`config.mk`:
```
export PLATFORM = sky130hd
export DESIGN_NAME = flash_cmd_ctrl
export DESIGN_NICKNAME = d
export VERILOG_FILES = /design/src/rtl/flash_cmd_pkg.sv /design/src/rtl/flash_cmd_decode.sv /design/src/rtl/flash_status_flags.sv /design/src/rtl/flash_cmd_ctrl.sv
export SDC_FILE = /design/constraint.sdc
export NUM_CORES = 1
export LEC_CHECK = 0
export BUFFER_PORTS_ARGS = -buffer_cell sky130_fd_sc_hd__buf_4
export CAP_MARGIN = 20
export CORE_MARGIN = 1.5
export CORE_UTILIZATION = 30
export DETAILED_ROUTE_END_ITERATION = 10
export PLACE_DENSITY_LB_ADDON = 0.12
export REMOVE_ABC_BUFFERS = 1
export SLEW_MARGIN = 40
export SYNTH_ARGS = -nofsm -noshare
export SYNTH_HDL_FRONTEND = slang
export SYNTH_HIERARCHICAL = 1
export SYNTH_SLANG_ARGS = --single-unit
```
`constraint.sdc`:
```
create_clock -name clk -period 3.8 [get_ports clk]
set_clock_uncertainty 0.05 [all_clocks]
set_input_delay 0.95 -clock clk [delete_from_list [all_inputs] [get_ports clk]]
set_output_delay 0.95 -clock clk [all_outputs]
set_load 0.01 [all_outputs]
```
`src/rtl/flash_cmd_pkg.sv`:
```
package flash_cmd_pkg;

    typedef enum logic [2:0] {
        ST_READY,
        ST_PROG_SETUP,
        ST_PROG_BUSY,
        ST_ERASE_SETUP,
        ST_ERASE_BUSY,
        ST_SUSP_PEND,
        ST_SUSPENDED
    } ctrl_state_e;

    typedef enum logic [3:0] {
        CMD_RD_ARRAY,
        CMD_RD_STATUS,
        CMD_CLR_STATUS,
        CMD_RD_IDENT,
        CMD_PROG_SETUP,
        CMD_ERASE_SETUP,
        CMD_CONFIRM,
        CMD_SUSPEND,
        CMD_OTHER
    } cmd_e;

    typedef enum logic [1:0] {
        SEL_ARRAY  = 2'd0,
        SEL_STATUS = 2'd1,
        SEL_IDENT  = 2'd2
    } rd_sel_e;

    localparam logic [7:0] OP_RD_ARRAY  = 8'hFF;
    localparam logic [7:0] OP_RD_STATUS = 8'h70;
    localparam logic [7:0] OP_CLR       = 8'h50;
    localparam logic [7:0] OP_RD_IDENT  = 8'h90;
    localparam logic [7:0] OP_PROG      = 8'h40;
    localparam logic [7:0] OP_ERASE     = 8'h20;
    localparam logic [7:0] OP_CONFIRM   = 8'hD0;
    localparam logic [7:0] OP_SUSPEND   = 8'hB0;

    localparam int FLAG_N = 3;

endpackage

```
`src/rtl/flash_cmd_decode.sv`:
```
module flash_cmd_decode
    import flash_cmd_pkg::*;
(
    input  logic [7:0] op_byte,
    output cmd_e       op_cmd
);
    always_comb begin
        unique case (op_byte)
            OP_RD_ARRAY:  op_cmd = CMD_RD_ARRAY;
            OP_RD_STATUS: op_cmd = CMD_RD_STATUS;
            OP_CLR:       op_cmd = CMD_CLR_STATUS;
            OP_RD_IDENT:  op_cmd = CMD_RD_IDENT;
            OP_PROG:      op_cmd = CMD_PROG_SETUP;
            OP_ERASE:     op_cmd = CMD_ERASE_SETUP;
            OP_CONFIRM:   op_cmd = CMD_CONFIRM;
            OP_SUSPEND:   op_cmd = CMD_SUSPEND;
            default:      op_cmd = CMD_OTHER;
        endcase
    end
endmodule

```
`src/rtl/flash_status_flags.sv`:
```
module flash_status_flags
    import flash_cmd_pkg::*;
#(
    parameter int N = FLAG_N
) (
    input  logic         clk,
    input  logic         rst_n,
    input  logic [N-1:0] set_vec,
    input  logic         clr_all,
    output logic [N-1:0] flags
);
    for (genvar i = 0; i < N; i++) begin : g_flag
        always_ff @(posedge clk) begin
            if (!rst_n)          flags[i] <= 1'b0;
            else if (set_vec[i]) flags[i] <= 1'b1;
            else if (clr_all)    flags[i] <= 1'b0;
        end
    end
endmodule

```
`src/rtl/flash_cmd_ctrl.sv`:
```
module flash_cmd_ctrl
    import flash_cmd_pkg::*;
#(
    parameter int ADDR_W = 18
) (
    input  logic              clk,
    input  logic              rst_n,
    input  logic              wr_en,
    input  logic [ADDR_W-1:0] wr_addr,
    input  logic [7:0]        wr_data,
    input  logic              vpp_ok,
    output logic [1:0]        rd_sel,
    output logic [7:0]        status_out,
    output logic              job_req,
    output logic              job_kind,
    output logic [ADDR_W-1:0] job_addr,
    output logic [7:0]        job_data,
    output logic              susp_req,
    input  logic              seq_done,
    input  logic              seq_fail,
    input  logic              seq_susp_ack
);
    localparam int F_VPP = 0;
    localparam int F_PF  = 1;
    localparam int F_EF  = 2;

    ctrl_state_e state_q, state_d;
    rd_sel_e     sel_q, sel_d;
    cmd_e        cmd;
    logic        launch, launch_erase, clr;
    logic [FLAG_N-1:0] set_vec, flags;

    flash_cmd_decode u_dec (.op_byte(wr_data), .op_cmd(cmd));

    flash_status_flags #(.N(FLAG_N)) u_flags (
        .clk(clk), .rst_n(rst_n), .set_vec(set_vec),
        .clr_all(clr), .flags(flags)
    );

    always_ff @(posedge clk) begin
        if (!rst_n) state_q <= ST_READY;
        else        state_q <= state_d;
    end

    always_comb begin
        state_d      = state_q;
        sel_d        = sel_q;
        launch       = 1'b0;
        launch_erase = 1'b0;
        clr          = 1'b0;
        set_vec      = '0;
        unique case (state_q)
            ST_READY: begin
                if (wr_en) begin
                    unique case (cmd)
                        CMD_RD_ARRAY:   sel_d = SEL_ARRAY;
                        CMD_RD_STATUS:  sel_d = SEL_STATUS;
                        CMD_RD_IDENT:   sel_d = SEL_IDENT;
                        CMD_CLR_STATUS: clr = 1'b1;
                        CMD_PROG_SETUP: begin
                            state_d = ST_PROG_SETUP;
                            sel_d   = SEL_STATUS;
                        end
                        CMD_ERASE_SETUP: begin
                            state_d = ST_ERASE_SETUP;
                            sel_d   = SEL_STATUS;
                        end
                        default: ;
                    endcase
                end
            end
            ST_PROG_SETUP: begin
                if (wr_en) begin
                    sel_d = SEL_STATUS;
                    if (vpp_ok) begin
                        launch  = 1'b1;
                        state_d = ST_PROG_BUSY;
                    end else begin
                        set_vec[F_VPP] = 1'b1;
                        state_d        = ST_READY;
                    end
                end
            end
            ST_PROG_BUSY: begin
                if (seq_done) begin
                    set_vec[F_PF] = seq_fail;
                    state_d       = ST_READY;
                end else if (wr_en && cmd == CMD_RD_STATUS) begin
                    sel_d = SEL_STATUS;
                end
            end
            ST_ERASE_SETUP: begin
                if (wr_en) begin
                    sel_d   = SEL_STATUS;
                    state_d = ST_READY;
                    if (cmd == CMD_CONFIRM) begin
                        if (vpp_ok) begin
                            launch       = 1'b1;
                            launch_erase = 1'b1;
                            state_d      = ST_ERASE_BUSY;
                        end else begin
                            set_vec[F_VPP] = 1'b1;
                            set_vec[F_EF]  = 1'b1;
                        end
                    end else begin
                        set_vec[F_PF] = 1'b1;
                        set_vec[F_EF] = 1'b1;
                    end
                end
            end
            ST_ERASE_BUSY: begin
                if (seq_done) begin
                    set_vec[F_EF] = seq_fail;
                    state_d       = ST_READY;
                end else if (wr_en) begin
                    if (cmd == CMD_SUSPEND)        state_d = ST_SUSP_PEND;
                    else if (cmd == CMD_RD_STATUS) sel_d   = SEL_STATUS;
                end
            end
            ST_SUSP_PEND: begin
                if (seq_done) begin
                    set_vec[F_EF] = seq_fail;
                    state_d       = ST_READY;
                end else if (seq_susp_ack) begin
                    state_d = ST_SUSPENDED;
                end
            end
            ST_SUSPENDED: begin
                if (wr_en) begin
                    unique case (cmd)
                        CMD_RD_ARRAY:  sel_d = SEL_ARRAY;
                        CMD_RD_STATUS: sel_d = SEL_STATUS;
                        CMD_CONFIRM: begin
                            sel_d   = SEL_STATUS;
                            state_d = ST_ERASE_BUSY;
                        end
                        default: ;
                    endcase
                end
            end
            default: state_d = ST_READY;
        endcase
    end

    always_ff @(posedge clk) begin
        if (!rst_n) begin
            sel_q    <= SEL_ARRAY;
            job_req  <= 1'b0;
            job_kind <= 1'b0;
            job_addr <= '0;
            job_data <= '0;
        end else begin
            sel_q   <= sel_d;
            job_req <= launch;
            if (launch) begin
                job_kind <= launch_erase;
                job_addr <= wr_addr;
                job_data <= wr_data;
            end
        end
    end

    logic ready;
    always_comb begin
        ready = !(state_q == ST_PROG_BUSY || state_q == ST_ERASE_BUSY ||
                  state_q == ST_SUSP_PEND);
        status_out = {ready, (state_q == ST_SUSPENDED), flags[F_EF],
                      flags[F_PF], flags[F_VPP], 3'b000};
        susp_req   = (state_q == ST_SUSP_PEND) || (state_q == ST_SUSPENDED);
        rd_sel     = sel_q;
    end

endmodule

```
; ---- Word-level counts from Yosys, hierarchy flattened
; Cells that the tools add are included.
[op_classes]
div_mod_pow = 0
multipliers = 0
n_bitwise = 0
eq_ne = 40
addsub = 0
n_shift = 0
magnitude_cmp = 0
mux = 52
reduce_logical = 17
[ops]
columns = op, n
row1 = $mux W3, 14
row2 = $eq A8 B8 Y1 const B, 4
row3 = $pmux W4 S8, 1
row4 = $eq A8 B7 Y1 const B, 3
row5 = $ne A2 B2 Y1 const B, 11
row6 = $pmux W3 S7, 1
row7 = $mux W2, 10
row8 = $mux W1, 18
row9 = $eq A4 B3 Y1 const B, 4
row10 = $reduce_and A12 Y1, 1
row11 = $pmux W2 S5, 1
row12 = $reduce_and A10 Y1, 1
row13 = $eq A3 B3 Y1 const B, 3
row14 = $ne A3 B3 Y1 const B, 3
row15 = $eq A4 B2 Y1 const B, 2
row16 = $eq A8 B6 Y1 const B, 1
row17 = $pmux W1 S2, 4
row18 = $eq A3 B2 Y1 const B, 2
row19 = $pmux W2 S3, 1
row20 = $pmux W3 S2, 1
row21 = $reduce_bool A2 Y1, 3
row22 = $reduce_or A2 Y1, 3
row23 = $reduce_bool A5 Y1, 1
row24 = $eq A4 B1 Y1 const B, 1
row25 = other kinds (12), 15
[totals]
regBits = 36
word_cells = 118
romBits = 0
latchBits = 0
mem_bits_rw = 0
input_bits = 33
n_memories = 0

; ---- Depth between registers and ports, before layout
[depth]
ltp_word = 8
depth_mapped = 13
mapped_depth_nobuf = 9

; ---- Hierarchy
; The synthesis kept the hierarchy.
[by_module_without_submodules]
columns = module, seq_area_each_um2, area_each_um2, n_inst, cells_per_inst
row1 = flash_cmd_ctrl, 660.6, 1707.9, 1, 181
row2 = flash_cmd_decode, 0.0, 142.6, 1, 25
row3 = flash_status_flags, 60.1, 101.3, 1, 9

; ---- Least setup slack after synthesis
; Ideal clock, no wire load.
[synth_timing]
kind = input -> register
startpoint = in wr_data[0]
endpoint = reg job_addr[10]
setup_time_ns = 0.116
slack_ns = 0.415
arrival_ns = 3.219
stages = 11
n_path_buf = 2
cell_sequence = or4_4 > or4_1 > o21ai_1 > a21oi_1 > nand2b_2 > or2_4 > a21oi_2 > buf_6 > buf_12 > mux2i_1 > nor2b_1
[synth_between]
elab_chain_len = 6
word_cells_on_any_way = 13
[synth_lines]
columns = item, line
row1 = "start, declared", flash_cmd_ctrl.sv:10  ; input logic [7:0] wr_data,
row2 = "$eq A8 B8 Y1, or another cell as far along", flash_cmd_decode.sv:8  ; unique case (op_byte)
row3 = $pmux W4 S8 (*), flash_cmd_decode.sv:8
row4 = net cmd[3], flash_cmd_ctrl.sv:29  ; cmd_e cmd;
row5 = $eq A4 B3 Y1 (*), flash_cmd_ctrl.sv:96  ; if (cmd == CMD_CONFIRM) begin
row6 = $mux W1 (*), flash_cmd_ctrl.sv:96
row7 = $mux W1 (*), flash_cmd_ctrl.sv:93  ; if (wr_en) begin
row8 = $pmux W1 S2 (*), flash_cmd_ctrl.sv:52  ; unique case (state_q)
row9 = "end signal, assigned", flash_cmd_ctrl.sv:157  ; job_addr <= wr_addr;
row10 = "end, declared", flash_cmd_ctrl.sv:16  ; output logic [ADDR_W-1:0] job_addr,
; Mark *: on every way through the listed nets, which the timed path passes. The rest lies on a longest branch.
; A chain may end at the register's enable or synchronous reset.

; ---- Final worst setup path
[layout_timing]
startpoint = in wr_data[0]
endpoint = reg job_addr[1]
; Same word-level chain as after synthesis.

==> summary.md <==
| Metric | Value |
|---|---|
| Status | `finished clean` |
| WL/cell | `12.7 um` |
| Max Clk Rate | `301 MHz` |
| R2r startpoint | `state_q[1]` |
| Nets | `between 300 and 400` |
| Port Buffer Count | `about 70` |
| CTS tree | `built` |
| Post-Route WL | `4470 um` |
| Global-route wire length before repair | `between 7000 and 8000 um` |
| Slew @ Worst Pin | `0.668 ns` |
| FF+latch count, synth | `36` |
| Clock sinks | `36` |
| CTS resizes | `0` |
| Clock transition at path regs | `0.08 ns` |
| Die width | `approximately 84 um` |
| Multi-input gate area | `1090 sq um` |
| Number of synthesized flops with an enable pin | `0` |
| Cell leakage power | `0.968 nW` |
| Ys async rst share | `0` |
| Row Count | `29` |
| Overflow after GRT | `0` |
| Largest family of logic cells by synthesized area | `simple AND/OR/NAND/NOR gates` |
| Sequential Area | `721 sq um` |
| Vias in the first global route | `1559` |
| Reg2Reg Setup Slack | `1.79 ns` |
| Initial antenna violation count | `0` |
| Post-CTS Setup Bufs | `0` |
| Mapped Area | `1950 sq um` |
| Crit Path Max Fanout | `27` |
| Setup crit end kind | `flop` |
| Setup violations, final | `0` |
| Diodes inserted | `0` |
| Post-synth cell types | `51` |
| Synth Area in Compound Gates | `0.132` |
| Mux contribution to synthesized area | `0.159` |
| 1st-pass router iterations | `4` |
| Final-report hold violation count | `0` |
| GPL Wtd Cong | `0.763` |
| Largest net degree at the start of global routing | `41` |
| Vias/cell | `4.69` |
| P&R area growth vs syn | `31.3%` |
| Cts-stage hold buffer count | `0` |
| Starting Density | `0.309` |
| Maximum Capacitance Violations | `0` |
| Number of buffers created by CTS | `5` |
| Clock root buffer | `clkbuf_8` |
| Core Box Area | `6310 sq um` |
| Max_slew headroom | `0.554` |
| VDD IR-drop max | `0.111 mV` |
| Post-synthesis xor/xnor area fraction | `0.0135` |
| RSZ-0062 raised after global routing | `no` |
| Routed via count | `1656` |
| Power Dens Cells | `about 280 nW/um^2` |
| Ports | `72` |
| DRC errors left | `0` |
| Final Slew Violations | `0` |
| Crit path DAT | `3.46 ns` |
| Worst Path Required | `approximately 4 ns` |
| Hold_ws | `0.417 ns` |
| Iter 0 DRT Violations | `48` |
| Overall Global Routing Usage | `0.132` |
| Remaining antenna violation count | `0` |
| Proportion of layout cells with a drive suffix above 1 | `0.308` |
| Final HPWL DP | `3120 um` |
| Syn Area/Cell | `9.08 sq um` |
| Worst Min Path Start | `rd_sel[1]` |
| H-tree level count | `2` |
| Top_reg_cell synth | `dfxtp_1` |
| Fillcell total | `678` |
| Post-synthesis cell count | `~220` |
| Total power | `0.715 mW` |
| Hold Path Class | `reg2reg` |
| CTS Buffer Depth | `2` |
| Critical Path Start | `wr_data[0]` |
| Synth Area in Simple Gates | `0.246` |
| Crit Path Class | `in2reg` |
| Seq/Total Area, Yosys | `0.369` |
| Latest clock arrival within the worst-skew pair | `0.29 ns` |
| Die ar. | `7000 sq um` |
| Synth warn | `6` |
| Tcrit/Tclk final | `0.874` |
| Layout Utilization | `0.406` |
| Adder-Cell Fraction of Synth Area | `0` |
| CP Launch Type | `primary input` |
| Die height | `between 80 and 90 um` |
| Final worst path period need | `3.32 ns` |
-- cells in the final DEF (no fill, tap or decap), types with 2 or more instances in the layout --
master     n
and3b_1    2
nor2_1    13
o21a_1     4
dfxtp_1   36
o21bai_1   2
and2_1     2
clkinv_2   2
a221oi_1   2
mux2i_1   31
nand3_1    4
xnor2_1    2
nor2b_1   29
inv_1      5
clkbuf_8   5
nand2b_1   5
or4_1      2
a21boi_0   2
nand2_1   13
a21oi_1    5
conb_1     3
buf_4     70
a31oi_1    2
o21ai_0    7
a211oi_1   2
-- cell usage after synthesis, types with 2 or more instances --
cell type / instances / area, sq um
dfxtp_1: 36 / 721
mux2i_1: 31 / 310
nor2b_1: 29 / 181
nand2_1: 13 / 48.8
nor2_1: 13 / 48.8
clkbuf_1: 9 / 33.8
o21ai_0: 7 / 35.0
a21oi_1: 5 / 25.0
inv_1: 5 / 18.8
nand2b_1: 5 / 31.3
buf_4: 4 / 30.0
nand3_1: 4 / 20.0
o21a_1: 4 / 30.0
buf_2: 3 / 15.0
a211oi_1: 2 / 15.0
a21boi_0: 2 / 15.0
a221oi_1: 2 / 17.5
a31oi_1: 2 / 12.5
and2_1: 2 / 12.5
and3b_1: 2 / 17.5
buf_12: 2 / 40.0
o21bai_1: 2 / 15.0
or4_1: 2 / 15.0
xnor2_1: 2 / 17.5
-- worst max-delay path, cell delays in order --
cell	delay, ns
buf_4	0.12
or4_4	0.56
or4_1	0.40
o21ai_1	0.09
a21oi_1	0.13
nand2b_2	0.23
or2_4	0.29
a21oi_4	0.17
buf_12	0.22
mux2i_1	0.21
nor2b_1	0.06
-- cell families (layout without fill, tap and decap cells) --
family                 after synthesis  in the layout
multiplexers                        31             31
flip-flops                          36             36
AND/OR/NAND/NOR                     82             82
other                                1              3
buffers and inverters               25             84
XOR/XNOR                             3              3
AO/OA/AOI/OAI                       37             37
-- state kept, by name (all words and copies together) (netlist names) --
name	cells
job_kind	1
u_flags/flags	3
job_req	1
state_q	3
job_data	8
rd_sel	2
job_addr	18
-- where the power goes --
group          total, mW  switching, mW  internal (mW)
Combinational     0.0605         0.0269         0.0336
Sequential         0.377      0.0000263          0.377
Clock              0.278          0.150          0.128
Total              0.715          0.177          0.538
-- area by class of cell --
class,instances,area share
sequential,36,0.281
timing repair buffer,71,0.213
multi-input combinational,156,0.427
tap,77,0.0376
inverter,5,0.00732
clock buffer,5,0.0269
clock inverter,3,0.00732
-- through the flow --
| step | cells | setup WS [ns] | setup TNS [ns] | area, sq um |
|---|---|---|---|---|
| final | 353 | 0.479 | 0 | 2560 |
| after global routing | 353 | 0.373 | 0 | 2560 |
| after CTS | 353 | 0.486 | 0 | 2560 |
| after detailed placement | 345 | 0.168 | 0 | 2470 |
| after global placement | 345 | 0.196 | 0 | 2470 |
| after floorplan | 197 | -0.320 | -8.51 | 1830 |
-- per-layer routing --
layer  vias up  share of wire  track usage
li1        857              -            -
met1       741           0.47        0.169
met2        51           0.45        0.199
met3         7          0.066       0.0465
met4         0          0.017       0.0581
met5         -              0            0
-- worst paths after layout --
path | end | cells after the start
setup / recovery | job_addr[1] | 11
hold / removal | rd_sel[1] | 2
setup reg to reg | rd_sel[0] | 5
hold reg to reg | rd_sel[1] | 2
Note: power is estimated with default switching activity, not from simulation.
